**config.mk**
```make
export PLATFORM = sky130hd
export DESIGN_NAME = sdram_cfg_regs
export DESIGN_NICKNAME = d
export VERILOG_FILES = /design/src/rtl/sdram_cfg_pkg.sv /design/src/rtl/sdram_cfg_word0.sv /design/src/rtl/sdram_cfg_word1.sv /design/src/rtl/sdram_cfg_regs.sv
export SDC_FILE = /design/constraint.sdc
export NUM_CORES = 1
export LEC_CHECK = 0
export BUFFER_PORTS_ARGS = -buffer_cell sky130_fd_sc_hd__buf_2
export CORE_UTILIZATION = 46
export CTS_CLUSTER_SIZE = 10
export DETAILED_ROUTE_END_ITERATION = 10
export PLACE_DENSITY = 0.9
export SETUP_SLACK_MARGIN = 0.15
export SYNTH_ARGS = -nofsm -noshare
export SYNTH_HDL_FRONTEND = slang
export SYNTH_HIERARCHICAL = 1
export SYNTH_SLANG_ARGS = --single-unit
```
**constraint.sdc**
```tcl
create_clock -name clk -period 1.85 [get_ports clk]
set_clock_uncertainty 0.2 [all_clocks]
set_input_delay 0 -clock clk [delete_from_list [all_inputs] [get_ports clk]]
set_output_delay 0 -clock clk [all_outputs]
set_load 0.02 [all_outputs]
```
**src/rtl/sdram_cfg_pkg.sv**
```systemverilog
package sdram_cfg_pkg;

  localparam int unsigned REG_W = 32;

  // writable bits and reset image of each word
  localparam logic [REG_W-1:0] W0_MASK  = 32'h03FF_CCCC;
  localparam logic [REG_W-1:0] W0_RESET = 32'h01F0_0000;
  localparam int unsigned      W1_BITS  = 5;
  localparam logic [W1_BITS-1:0] W1_RESET = 5'b11000;

  // word 0 field positions
  localparam int unsigned B_STD   = 25;
  localparam int unsigned B_APCH  = 24;
  localparam int unsigned B_RC_HI = 23;
  localparam int unsigned B_CL_HI = 21;
  localparam int unsigned B_HALF  = 19;
  localparam int unsigned B_CKE   = 18;
  localparam int unsigned B_CSTOP = 17;
  localparam int unsigned B_VC    = 16;

  // word 1 field positions
  localparam int unsigned B_BUSY  = 5;
  localparam int unsigned B_BGR   = 4;
  localparam int unsigned B_WBUF  = 3;
  localparam int unsigned B_RBUF  = 2;

  // {M, I}
  typedef enum logic [1:0] {
    INIT_NORMAL  = 2'b00,
    INIT_PALL    = 2'b01,
    INIT_CMDMODE = 2'b10,
    INIT_NOP     = 2'b11
  } init_cmd_e;

  function automatic logic [1:0] lat_cycles(input logic [1:0] code);
    return (code == 2'b00) ? 2'd3 : code;
  endfunction

  function automatic int unsigned bank_bit(input int unsigned cs);
    return 4 * cs + 3;
  endfunction

  function automatic int unsigned mode_bit(input int unsigned cs);
    return 4 * cs + 2;
  endfunction

endpackage

```
**src/rtl/sdram_cfg_word0.sv**
```systemverilog
module sdram_cfg_word0
  import sdram_cfg_pkg::*;
(
  input  logic             clk,
  input  logic             rst_n,
  input  logic             wr_hit,
  input  logic             busy,
  input  logic [REG_W-1:0] wdata,
  output logic [REG_W-1:0] word_q,
  output logic             wr_err
);

  logic wr_take;
  logic wr_refuse;

  assign wr_take   = wr_hit && !busy;
  assign wr_refuse = wr_hit && busy;

  always_ff @(posedge clk or negedge rst_n) begin
    if (!rst_n) begin
      word_q <= W0_RESET;
      wr_err <= 1'b0;
    end else begin
      if (wr_take)   word_q <= wdata & W0_MASK;
      if (wr_refuse) wr_err <= 1'b1;
    end
  end

endmodule

```
**src/rtl/sdram_cfg_word1.sv**
```systemverilog
module sdram_cfg_word1
  import sdram_cfg_pkg::*;
(
  input  logic               clk,
  input  logic               rst_n,
  input  logic               wr_hit,
  input  logic [W1_BITS-1:0] wdata,
  output logic [W1_BITS-1:0] bits_q,
  output logic               flush_p,
  output logic               nop_p,
  output logic               pall_p
);

  logic      wbuf_fall;
  init_cmd_e new_code;

  assign new_code  = init_cmd_e'(wdata[1:0]);
  assign wbuf_fall = wr_hit && bits_q[B_WBUF] && !wdata[B_WBUF];

  always_ff @(posedge clk or negedge rst_n) begin
    if (!rst_n) begin
      bits_q  <= W1_RESET;
      flush_p <= 1'b0;
      nop_p   <= 1'b0;
      pall_p  <= 1'b0;
    end else begin
      if (wr_hit) bits_q <= wdata;
      flush_p <= wbuf_fall;
      nop_p   <= wr_hit && (new_code == INIT_NOP);
      pall_p  <= wr_hit && (new_code == INIT_PALL);
    end
  end

endmodule

```
**src/rtl/sdram_cfg_regs.sv**
```systemverilog
module sdram_cfg_regs
  import sdram_cfg_pkg::*;
#(
  parameter int unsigned NUM_CS = 4,
  parameter int unsigned ADDR_W = 2
) (
  input  logic              clk,
  input  logic              rst_n,
  input  logic [ADDR_W-1:0] reg_addr,
  input  logic              reg_we,
  input  logic [REG_W-1:0]  reg_wdata,
  output logic [REG_W-1:0]  reg_rdata,
  input  logic              engine_busy,
  output logic [1:0]        ras_lat,
  output logic [1:0]        cas_lat,
  output logic              auto_pchg,
  output logic              cmd_std,
  output logic              bus_half,
  output logic              cke_always,
  output logic              clk_stop,
  output logic              vc_mode,
  output logic [NUM_CS-1:0] cs_four_bank,
  output logic [NUM_CS-1:0] cs_x8,
  output logic              bg_restore_en,
  output logic              wbuf_en,
  output logic              rbuf_en,
  output logic              cmd_mode,
  output logic              wbuf_flush,
  output logic              req_nop,
  output logic              req_pall,
  output logic              cfg_wr_err
);

  localparam logic [ADDR_W-1:0] A_W0 = ADDR_W'(0);
  localparam logic [ADDR_W-1:0] A_W1 = ADDR_W'(1);

  logic               wr0_hit;
  logic               wr1_hit;
  logic [REG_W-1:0]   word0_q;
  logic [W1_BITS-1:0] word1_q;
  logic [REG_W-1:0]   word1_view;

  assign wr0_hit = reg_we && (reg_addr == A_W0);
  assign wr1_hit = reg_we && (reg_addr == A_W1);

  sdram_cfg_word0 u_word0 (
    .clk    (clk),
    .rst_n  (rst_n),
    .wr_hit (wr0_hit),
    .busy   (engine_busy),
    .wdata  (reg_wdata),
    .word_q (word0_q),
    .wr_err (cfg_wr_err)
  );

  sdram_cfg_word1 u_word1 (
    .clk     (clk),
    .rst_n   (rst_n),
    .wr_hit  (wr1_hit),
    .wdata   (reg_wdata[W1_BITS-1:0]),
    .bits_q  (word1_q),
    .flush_p (wbuf_flush),
    .nop_p   (req_nop),
    .pall_p  (req_pall)
  );

  // word 0 decode
  assign ras_lat    = lat_cycles(word0_q[B_RC_HI -: 2]);
  assign cas_lat    = lat_cycles(word0_q[B_CL_HI -: 2]);
  assign cmd_std    = word0_q[B_STD];
  assign auto_pchg  = word0_q[B_APCH];
  assign bus_half   = word0_q[B_HALF];
  assign cke_always = word0_q[B_CKE];
  assign clk_stop   = word0_q[B_CSTOP];
  assign vc_mode    = word0_q[B_VC];

  for (genvar i = 0; i < NUM_CS; i++) begin : g_cs
    assign cs_four_bank[i] = word0_q[bank_bit(i)];
    assign cs_x8[i]        = word0_q[mode_bit(i)];
  end

  // word 1 decode
  assign bg_restore_en = word1_q[B_BGR];
  assign wbuf_en       = word1_q[B_WBUF];
  assign rbuf_en       = word1_q[B_RBUF];
  assign cmd_mode      = (init_cmd_e'(word1_q[1:0]) == INIT_CMDMODE);

  assign word1_view = {{(REG_W-B_BUSY-1){1'b0}}, engine_busy, word1_q};

  always_comb begin
    unique case (reg_addr)
      A_W0:    reg_rdata = word0_q;
      A_W1:    reg_rdata = word1_view;
      default: reg_rdata = '0;
    endcase
  end

endmodule

```
# --- Yosys cells after proc, flatten, opt, wreduce, memory -nomap -nowiden ---
# Index checks and enable logic that the tools add are counted.
word_totals:
  register_bits: 27
  latch_bits: 0
  ram_bits: 0
  romBits: 0
  in_bits: 38
  out_inout_bits: 58
  word_cells: 26
  memories: 0
classes:
  n_addsub: 0
  multipliers: 0
  div: 0
  n_lt_le_gt_ge: 0
  n_eq_ne: 4
  n_shift: 0
  muxes: 3
  bitwise: 0
  n_reduce_logical: 13
ops:
  columns: ["op", "count"]
  rows:
  - ["26-bit one-hot mux with 2 select lines", 1]
  - ["1-bit logical AND", 8]
  - ["2-bit zero test", 3]
  - ["2-bit by 1-bit equality test with 1-bit output (second input constant)", 2]
  - ["2-bit equality test (second input constant)", 2]
  - ["2-bit two-way mux", 2]
  - ["1-bit zero test", 2]

# --- Depth between registers and ports, before layout ---
# Gate-level depths: netlist of run 1.
logic_depth:
  depth_word: 4
  ltp_mapped: 7
  ltp_nobuf: 4

# --- By module ---
# Netlist of run 1, hierarchy kept.
by_module_without_submodules:
  columns: ["mod", "instances", "cells_per_inst", "area_each_um2", "seq_area_each_um2"]
  rows:
  - ["sdram_cfg_word0", 1, 56, 884.6, 481.7]
  - ["sdram_cfg_regs", 1, 51, 355.3, 0.0]
  - ["sdram_cfg_word1", 1, 17, 316.6, 202.7]

# --- Least setup slack after synthesis of run 1 ---
# No wires, ideal clock.
synth_timing:
  path_type: "in2reg"
  from: "input port reg_addr[1]"
  to: "register u_word0.word_q[10]"
  setup_time_ns: 0.125
  arrival_time_ns: 1.097
  required_time_ns: 1.525
  path_slack_ns: 0.428
  cell_stages: 7
  n_path_buf: 3
  path_cell_list: "buf_6 -> nor2_8 -> and2_1 -> nor2b_4 -> buf_6 -> buf_12 -> mux2_4"
synth_between:
  elab_chain_cells: 3
synth_rtl:
  columns: ["item", "line", "rtl"]
  rows:
  - ["start, declared", "sdram_cfg_regs.sv:9", "input logic [ADDR_W-1:0] reg_addr,"]
  - ["2-bit zero test", "sdram_cfg_regs.sv:43", "assign wr0_hit = reg_we && (reg_addr == A_W0);"]
  - ["1-bit logical AND", "sdram_cfg_regs.sv:43", null]
  - ["via wr0_hit", "sdram_cfg_regs.sv:37", "logic wr0_hit;"]
  - ["1-bit logical AND", "sdram_cfg_word0.sv:16", "assign wr_take = wr_hit && !busy;"]
  - ["end signal, assigned", "sdram_cfg_word0.sv:24", "if (wr_take) word_q <= wdata & W0_MASK;"]
  - ["end, declared", "sdram_cfg_word0.sv:9", "output logic [REG_W-1:0] word_q,"]
# The timed path passes the listed nets, and every way through them passes these cells.
# A chain may end at the register's enable or synchronous reset.

# --- Final worst setup path of run 1 ---
layout_timing:
  from: "input port reg_we"
  to: "register u_word0.word_q[3]"
layout_between:
  elab_chain_cells: 2
layout_rtl:
  columns: ["item", "line", "rtl"]
  rows:
  - ["start, declared", "sdram_cfg_regs.sv:10", "input logic reg_we,"]
  - ["1-bit logical AND", "sdram_cfg_regs.sv:43", null]
  - ["via wr0_hit", "sdram_cfg_regs.sv:37", null]
  - ["1-bit logical AND", "sdram_cfg_word0.sv:16", null]
# The timed path passes the listed nets, and every way through them passes these cells.

==> flow_summary_export.csv, run 1 <==
group,metric,value,unit
route,vias,1167,
power_and_ir_drop,p_int,0.00113,W
sta,fin_crit_sh,78.4,%
sta,rsz0062_at_grt,"false",
route,wl_met3,224,um
sta,finalSetupViolations,0,
clock_tree,htree_levels,1,
clock_tree,cts_tree,"done",
setup_path,startpoint_type,"input pin",
worst_hold_path,hp-class,"in -> async",
power_and_ir_drop,leakagePower,1.13,nW
setup_path,slowest_delay,0.53,ns
global_routing,grt_pass1_wl,4.64,mm
sta,worst_slew_pin_slew,0.584,ns
global_routing,overflow,0,
sta,finalMaxSlewViolations,0,
route,highest_layer,"met4",
power_and_ir_drop,swShare,35.1,%
route,drc_errors,0,
route,final_antenna_net_count,0,
die,io_pins,96,
logic_synthesis,netlist_area,1560,sq um
sta,tns,0,ns
logic_synthesis,ys_seq_elements,27,
route,wl_per_cell,11.9,um
route,via_per_inst,4.40,
logic_synthesis,syn_inst,124,
finish,final_common_cell,"buf_2",
finish,n_antenna_cell,0,
global_routing,grt_use_total,17.4,%
clock_tree,cts_sinks,27,
logic_synthesis,syn_area_per_cell,12.6,sq um
status,outcome,"complete, but fails checks",
logic_synthesis,synth_top_area_cell,"dfrtp_1",
finish,fin_nets,260,
clock_tree,worstSkewPairLatency,0.32,ns
place,gp_congestion,0.630,
finish,drive_gt1_share,52.9,%
power_and_ir_drop,power_frac_comb,39.2,%
route,finalWirelength,3.15,mm
setup_path,worstPathArrival,1.48,ns
status,violations,"hold timing",
power_and_ir_drop,switchingPower,0.000608,W
logic_synthesis,synth_warnings,6,
setup_path,cp_max_fo,18,
power_and_ir_drop,pwr-share-clk,14.4,%
die,dieArea,3620,sq um
setup_path,path_cells,"dlygate4sd3_1 > buf_2 > and2_1 > nor2b_4 > buf_12 > mux2_2",
power_and_ir_drop,p_per_area,810,nW/um^2
die,die-height,60.2,um
logic_synthesis,synth_top_area_share,32.2,%
logic_synthesis,synthTopCellsByArea,"dfrtp_1 (32%), mux2_4 (14%), dfstp_2 (12%), and2_1 (11%), buf_4 (6.8%)",
route,drt_iter0_markers,30,
place,hpwlAfterDp,2.01,mm
sta,worst_slack,0.399,ns
setup_path,cp_slowest_cell,"dlygate4sd3_1",
clock_tree,post_cts_resized,0,
setup_path,crit_buf_inv,3,
setup_path,critPathTopFamily,"buffers and inverters",
sta,fmax,689,MHz
finish,syn_to_final_growth,37.5,%
logic_synthesis,synth_seq_area_share,44.0,%
route,met2_length,1.64,mm
setup_path,worstPathRequired,1.87,ns
power_and_ir_drop,p_total,0.00173,W
sta,hold_viol,19,
clock_tree,root_buffer,"clkbuf_4",
logic_synthesis,synth.distinct_cells,19,
die,core-area,3130,sq um
run,cap_violations,0,
global_routing,grt_max_degree,28,
sta,slew_headroom,61.1,%
die,dieWidth,60.2,um
sta,whs,-0.00826,ns
setup_path,critPathKind,"in -> reg",
place,post-place-ws,0.364,ns
power_and_ir_drop,p_seq_share,46.4,%
power_and_ir_drop,peakVddDrop,0.361,mV
die,rows,20,
clock_tree,numCtsBuffers,3,
route,met1_length,1.28,mm
setup_path,cp-end-kind,"register",
die,initial_core_util,49.8,%
finish,final_cell_mix,"buf_2 (74), and2_1 (27), dlygate4sd3_1 (24)",
clock_tree,clk_pin_slew,0.14,ns
global_routing,grt_pass1_vias,1117,
finish,post-route-util,68.4,%
clock_tree,cts.path.max_buffers,2,
route,firstDrtPassIters,3,
finish,fillers,222,
sta,min_period,1.45,ns
place,io_buffers,74,
global_routing,antenna_found_initial,0,
==> final cells by class <==
cell class                 count  area (sq um)  area share, %
clock buffer                   3          22.5           1.05
clock inverter                 1          5.00          0.234
tap                           44          55.1           2.57
sequential                    27           684           32.0
multi-input combinational     89           728           34.0
timing repair buffer         101           646           30.2
==> final timing paths <==
check	startpoint	to	slack (ns)	depth (start not counted)
max	reg_we	u_word0/word_q[3]$_DFFE_PN0P_	0.40	6
min	rst_n	u_word0/word_q[14]$_DFFE_PN0P_	-0.008	2
max reg2reg	u_word1/bits_q[3]$_DFFE_PN1P_	u_word1/flush_p$_DFF_PN0_	0.85	1
min reg2reg	u_word0/wr_err$_DFFE_PN0P_	u_word0/wr_err$_DFFE_PN0P_	0.28	1
max in group asynchronous	rst_n	u_word1/bits_q[4]$_DFFE_PN1P_	1.07	2
min in group clk	reg_addr[1]	u_word0/wr_err$_DFFE_PN0P_	0.07	4
==> logic make-up (layout without fill, tap and decap cells) <==
kind of cell,Yosys count,count (layout),synth area share (%)
DFF,27,27,44.0
other,1,14,0.241
buffers and inverters,21,105,12.4
AOI/OAI and AO/OA,1,1,0.563
and+or+nand+nor,45,45,18.7
muxes,29,29,24.1
==> timing repair <==
| action | CTS | global route |
|---|---|---|
| setup buffers | 0 | 0 |
| hold endpoints to repair | 54 | 0 |
| hold buffers | 24 | 0 |
==> per-layer routing <==
layer / up-vias / GRT usage [%]
li1: 564 / -
met5: - / 0
met3: 2 / 3.90
met1: 541 / 17.7
met2: 60 / 34.5
met4: 0 / 4.98
==> cells in the mapped netlist <==
cell,number
mux2_2,8
nand2b_1,4
dfstp_2,7
nor2b_1,1
nand2_1,1
and2_1,27
nor2_8,1
buf_4,14
mux2i_1,6
conb_1,1
buf_6,6
and3b_2,2
nor2b_4,1
mux2_4,15
and3_2,1
nor2_1,7
dfrtp_1,20
buf_12,1
a21o_2,1
==> through the flow <==
step | instance area [sq um] | std cells
6_report | 2140 | 265
5_1_grt | 2140 | 265
4_1_cts | 2140 | 265
3_5_place_dp | 1870 | 237
3_3_place_gp | 1870 | 237
2_1_floorplan | 1610 | 137
==> sequential cells by signal (all words and copies together) (netlist names) <==
name             count
u_word0/word_q      18
u_word1/bits_q       5
u_word0/wr_err       1
u_word1/flush_p      1
u_word1/nop_p        1
u_word1/pall_p       1
==> power groups by stage <==
stage	Combinational (W)	Sequential, W	Clock (W)
2_1_floorplan	0.000358	0.000907	0
3_3_place_gp	0.000630	0.000811	0
3_5_place_dp	0.000639	0.000815	0
4_1_cts	0.000679	0.000806	0.000263
5_1_grt	0.000728	0.000821	0.000290
6_report	0.000680	0.000806	0.000249
Note: power is estimated with default switching activity, not from simulation.
==> inputs of run 2 (changes only) <==
CORE_UTILIZATION = 39   (was 46)
PLACE_DENSITY = 0.82   (was 0.9)
clock period = 1.2 ns   (was 1.85 ns; I/O delays follow)
==> run 2 against run 1 <==
Critical endpoint is now ras_lat[0]. Design area is 31% higher. Worst setup slack worse by 0.55 ns. The flow finishes with violations (setup timing). Die area grew 17%. Core utilization rose by 6.4 points.
==> flow_summary_export.csv, run 2 (synthesis gave the netlist of run 1 again) <==
group,metric,value,unit
sta,fmax,739,MHz
sta,rsz0062_at_grt,"true",
setup_path,worstPathRequired,1.00,ns
clock_tree,cts_sinks,27,
global_routing,grt_use_total,20.8,%
route,vias,1317,
global_routing,antenna_found_initial,0,
place,post-place-ws,-0.194,ns
status,violations,"setup timing",
route,finalWirelength,4.72,mm
clock_tree,htree_levels,1,
die,rows,22,
finish,largest_reg_flops,18,
place,place_inst,245,
finish,fillers,217,
clock_tree,numCtsBuffers,3,
sta,fin_crit_sh,113,%
setup_path,worstPathArrival,1.15,ns
setup_path,startpoint_type,"register",
status,outcome,"complete, but fails checks",
sta,finalMaxSlewViolations,0,
die,initial_core_util,41.6,%
power_and_ir_drop,leakagePower,1.43,nW
power_and_ir_drop,peakVddDrop,0.708,mV
sta,worst_slack,-0.153,ns
route,wl_per_cell,15.9,um
finish,fin_area,2800,sq um
die,core-area,3740,sq um
finish,n_antenna_cell,0,
finish,syn_to_final_growth,80.0,%
route,via_per_inst,4.43,
route,firstDrtPassIters,4,
global_routing,grt_max_degree,28,
clock_tree,root_buffer,"clkbuf_8",
setup_path,slowest_delay,0.60,ns
sta,worst_slew_pin_slew,0.616,ns
global_routing,grt_pass1_vias,1384,
die,die-height,65.2,um
finish,final_cell_mix,"buf_6 (49), buf_2 (32), dlygate4sd3_1 (24)",
finish,fin_cells,297,
clock_tree,cts.path.max_buffers,2,
setup_path,cp_max_fo,4,
route,final_antenna_net_count,0,
finish,top_regs,"u_word0/word_q (18), u_word1/bits_q (5)",
sta,min_period,1.35,ns
setup_path,critPathKind,"reg -> out",
sta,slew_headroom,58.9,%
finish,top_register,"u_word0/word_q",
finish,final_common_cell,"buf_6",
clock_tree,worstSkewPairLatency,0.26,ns
sta,finalSetupViolations,17,
finish,drive_gt1_share,66.3,%
setup_path,cp_slowest_cell,"dfstp_2",
die,io_pins,96,
route,drt_iter0_markers,66,
global_routing,overflow,0,
run,cap_violations,0,
place,io_buffers,74,
power_and_ir_drop,p_per_area,1270,nW/um^2
worst_hold_path,hp-class,"in -> async",
die,dieArea,4250,sq um
clock_tree,clk_pin_slew,0.09,ns
place,gp_congestion,0.649,
clock_tree,cts_tree,"done",
place,hpwlAfterDp,2.23,mm
route,drc_errors,0,
finish,post-route-util,74.8,%
setup_path,path_cells,"nand2b_1 > buf_4",
global_routing,grt_pass1_wl,6.70,mm
finish,fin_nets,288,
place,postPlaceCellArea,1910,sq um
setup_path,cp-end-kind,"output port",
sta,hold_viol,0,
die,dieWidth,65.2,um
## run 2: report_power, final
part / switching, W / total, W / internal [W] / leakage, nW
clock: 0.000263 / 0.000501 / 0.000237 / 0.0228
combinational: 0.000704 / 0.00174 / 0.00104 / 1.09
sequential: 0.000198 / 0.00132 / 0.00112 / 0.316
## run 2: worst max-delay path: cells and delay by family, from the launching register on
kind,cells,cell delay [ns]
buffers and inverters,1,0.15
flip-flops,1,0.60
AND/OR/NAND/NOR,1,0.15
## run 2: path summary, 6_finish.rpt
check	start	end	slack, ns	cells after the start
max	u_word0/word_q[22]$_DFFE_PN1P_	ras_lat[0]	-0.15	2
min	rst_n	u_word0/word_q[16]$_DFFE_PN0P_	0.09	2
max reg2reg	u_word1/bits_q[0]$_DFFE_PN0P_	u_word1/bits_q[0]$_DFFE_PN0P_	-0.05	3
min reg2reg	u_word0/wr_err$_DFFE_PN0P_	u_word0/wr_err$_DFFE_PN0P_	0.35	2
max in group asynchronous	rst_n	u_word1/flush_p$_DFF_PN0_	0.32	2
min in group clk	reg_we	u_word1/bits_q[3]$_DFFE_PN1P_	0.13	5
## run 2: area by class of cell
cell class	count	area, sq um	share of cell area (%)
clock buffer	4	45.0	1.61
multi-input combinational	89	827	29.5
sequential	27	684	24.4
tap	48	60.1	2.14
timing repair buffer	129	1180	42.3
## run 2: repair_timing
action,in CTS,in global routing
cloned,1,0
hold buffers,24,0
endpoints found under the hold margin,54,0
pin swaps,0,2
setup buffers,13,10
setup endpoints to repair,47,66
gates resized for setup,88,34
## run 2: metal layers
metal	track usage, %	part of all wire [%]	wire length, um	vias to the layer above
li1	-	-	-	623
met1	23.8	41	1910	611
met2	37.8	51	2380	77
met3	4.86	7.8	366	6
met4	6.52	1.2	55	0
met5	0	0	0	-
## run 2: stage by stage
stage	hold WS (ns)	power [W]	setup TNS (ns)
floorplan	-0.496	0.00196	-2.74
global placement	-0.176	0.00224	-2.70
detailed placement	-0.160	0.00226	-3.20
CTS	0.0912	0.00322	-1.23
global route	0.120	0.00372	-2.49
finish	0.0869	0.00356	-1.75
==> inputs of run 3 (changes only) <==
CORE_UTILIZATION = 43   (was 39)
PLACE_DENSITY = 0.85   (was 0.82)
clock period = 1.4 ns   (was 1.2 ns; I/O delays follow)
==> run 3 against run 2 <==
The run ends with hold timing, setup timing left. Global-route usage down 0.98 points. Worst setup slack better by 0.14 ns. Wire length down 13%. Largest cell class unchanged. Non-clock buffer count down 17. Critical path depth unchanged. Sequential power down 17%.
==> flow_summary_export.csv, run 3 (synthesis gave the netlist of run 1 again) <==
group,metric,value,unit
sta,fin_crit_sh,101,%
finish,largest_reg_flops,18,
setup_path,r2r_start,"u_word1/bits_q[3]$_DFFE_PN1P_",
die,io_pins,96,
power_and_ir_drop,p_per_area,1080,nW/um^2
status,outcome,"complete, but fails checks",
power_and_ir_drop,power_frac_comb,45.7,%
finish,fin_cells,278,
route,drc_errors,0,
sta,slew_headroom,60.5,%
power_and_ir_drop,leakagePower,1.27,nW
route,firstDrtPassIters,4,
global_routing,overflow,0,
setup_path,r2r-end,"u_word1/flush_p$_DFF_PN0_",
setup_path,cp-end-kind,"output port",
sta,worst_slack,-0.0174,ns
die,initial_core_util,45.9,%
setup_path,ff2ff_path_depth,3,
route,drt_iter0_markers,43,
clock_tree,clk_pin_slew,0.16,ns
setup_path,critPathTopFamily,"flip-flops",
sta,hold_viol,20,
clock_tree,numCtsBuffers,3,
clock_tree,root_buffer,"clkbuf_4",
clock_tree,worstSkewPairLatency,0.32,ns
clock_tree,htree_levels,1,
place,gp_congestion,0.718,
global_routing,grt_max_degree,28,
setup_path,crit_buf_inv,1,
place,hpwlAfterDp,2.06,mm
sta,finalMaxSlewViolations,0,
power_and_ir_drop,peakVddDrop,0.522,mV
global_routing,grt_pass1_vias,1270,
place,place_inst,241,
finish,syn_to_final_growth,58.8,%
setup_path,path_cells,"and2_4 > buf_6",
die,core-area,3390,sq um
sta,rsz0062_at_grt,"true",
setup_path,cp-startpoint,"u_word0/word_q[20]$_DFFE_PN1P_",
die,dieArea,3860,sq um
finish,fillers,207,
power_and_ir_drop,p_int,0.00173,W
setup_path,r2r_slack,0.24,ns
sta,whs,-0.0218,ns
setup_path,crit_end,"reg_rdata[20]",
setup_path,cp_max_fo,4,
finish,drive_gt1_share,64.2,%
finish,top_regs,"u_word0/word_q (18), u_word1/bits_q (5)",
run,cap_violations,0,
route,final_antenna_net_count,0,
clock_tree,cts_tree,"done",
finish,final_common_cell,"buf_2",
die,die-height,62.2,um
setup_path,worstPathArrival,1.22,ns
power_and_ir_drop,swShare,34.9,%
setup_path,worstPathRequired,1.20,ns
finish,top_register,"u_word0/word_q",
die,dieWidth,62.2,um
sta,min_period,1.42,ns
power_and_ir_drop,p_seq_share,41.2,%
global_routing,grt_use_total,19.8,%
finish,fin_area,2470,sq um
place,io_buffers,74,
power_and_ir_drop,pwr-share-clk,13.1,%
sta,finalSetupViolations,4,
setup_path,startpoint_type,"register",
global_routing,antenna_found_initial,0,
finish,fin_nets,271,
sta,fmax,706,MHz
setup_path,cp_slowest_cell,"dfstp_2",
finish,n_antenna_cell,0,
die,rows,21,
global_routing,grt_pass1_wl,6.11,mm
worst_hold_path,hp-class,"in -> async",
setup_path,critPathKind,"reg -> out",
clock_tree,cts_sinks,27,
place,postPlaceCellArea,1890,sq um
finish,final_cell_mix,"buf_2 (44), buf_6 (26), dlygate4sd3_1 (24)",
setup_path,slowest_delay,0.63,ns
route,wl_per_cell,14.8,um
sta,worst_slew_pin_slew,0.593,ns
power_and_ir_drop,switchingPower,0.000927,W
route,via_per_inst,4.54,
finish,post-route-util,72.9,%
status,violations,"hold timing, setup timing",
route,vias,1261,
setup_path,worst-path-stages,2,
clock_tree,cts.path.max_buffers,2,
route,finalWirelength,4.11,mm
[run 3: final cells by class]
cell class | instances | area [sq um] | share of cell area [%]
repair buffers | 112 | 901 | 36.5
flip-flops and latches | 27 | 684 | 27.7
well taps | 46 | 57.6 | 2.33
multi-input cells | 89 | 801 | 32.4
clock buffers | 3 | 22.5 | 0.911
clock inverters | 1 | 5.00 | 0.203
[run 3: per-stage QoR]
stage	power, W	hold WS (ns)	setup TNS (ns)	worst slack, ns
6_report	0.00266	-0.0218	-0.0450	-0.0174
5_1_grt	0.00280	0.00481	-0.677	-0.0928
4_1_cts	0.00250	0.00361	-0.0644	-0.0228
3_5_place_dp	0.00193	-0.155	0	0.000165
3_3_place_gp	0.00191	-0.170	0	0.0213
2_1_floorplan	0.00168	-0.496	-0.0835	-0.0104
[run 3: worst min path at each step]
| stage | startpoint | to | slack (ns) |
|---|---|---|---|
| floorplan | rst_n | u_word0/word_q[10]$_DFFE_PN0P_ | -0.50 |
| global placement | rst_n | u_word0/word_q[16]$_DFFE_PN0P_ | -0.17 |
| detailed placement | rst_n | u_word0/word_q[16]$_DFFE_PN0P_ | -0.16 |
| CTS | engine_busy | u_word0/word_q[11]$_DFFE_PN0P_ | 0.004 |
| global route | engine_busy | u_word0/word_q[18]$_DFFE_PN0P_ | 0.005 |
| finish | rst_n | u_word0/word_q[10]$_DFFE_PN0P_ | -0.02 |
[run 3: metal layers]
metal / share of wire [%] / GRT usage, % / routed length [um]
met1: 42 / 24.4 / 1710
met2: 51 / 35.0 / 2110
met3: 6.4 / 4.04 / 261
met4: 0.61 / 5.23 / 25
met5: 0 / 0 / 0
[run 3: repair_timing]
action / CTS / global route
setup endpoints to repair: 19 / 29
endpoints found under the hold margin: 54 / 0
buffers inserted: 3 / 6
resized for setup: 41 / 35
hold buffers: 24 / 0
[run 3: power groups by stage]
stage	Clock (W)	Combinational [W]	Sequential, W
2_1_floorplan	0	0.000477	0.00120
3_3_place_gp	0	0.000840	0.00107
3_5_place_dp	0	0.000851	0.00108
4_1_cts	0.000362	0.00106	0.00108
5_1_grt	0.000410	0.00128	0.00112
6_report	0.000348	0.00122	0.00110
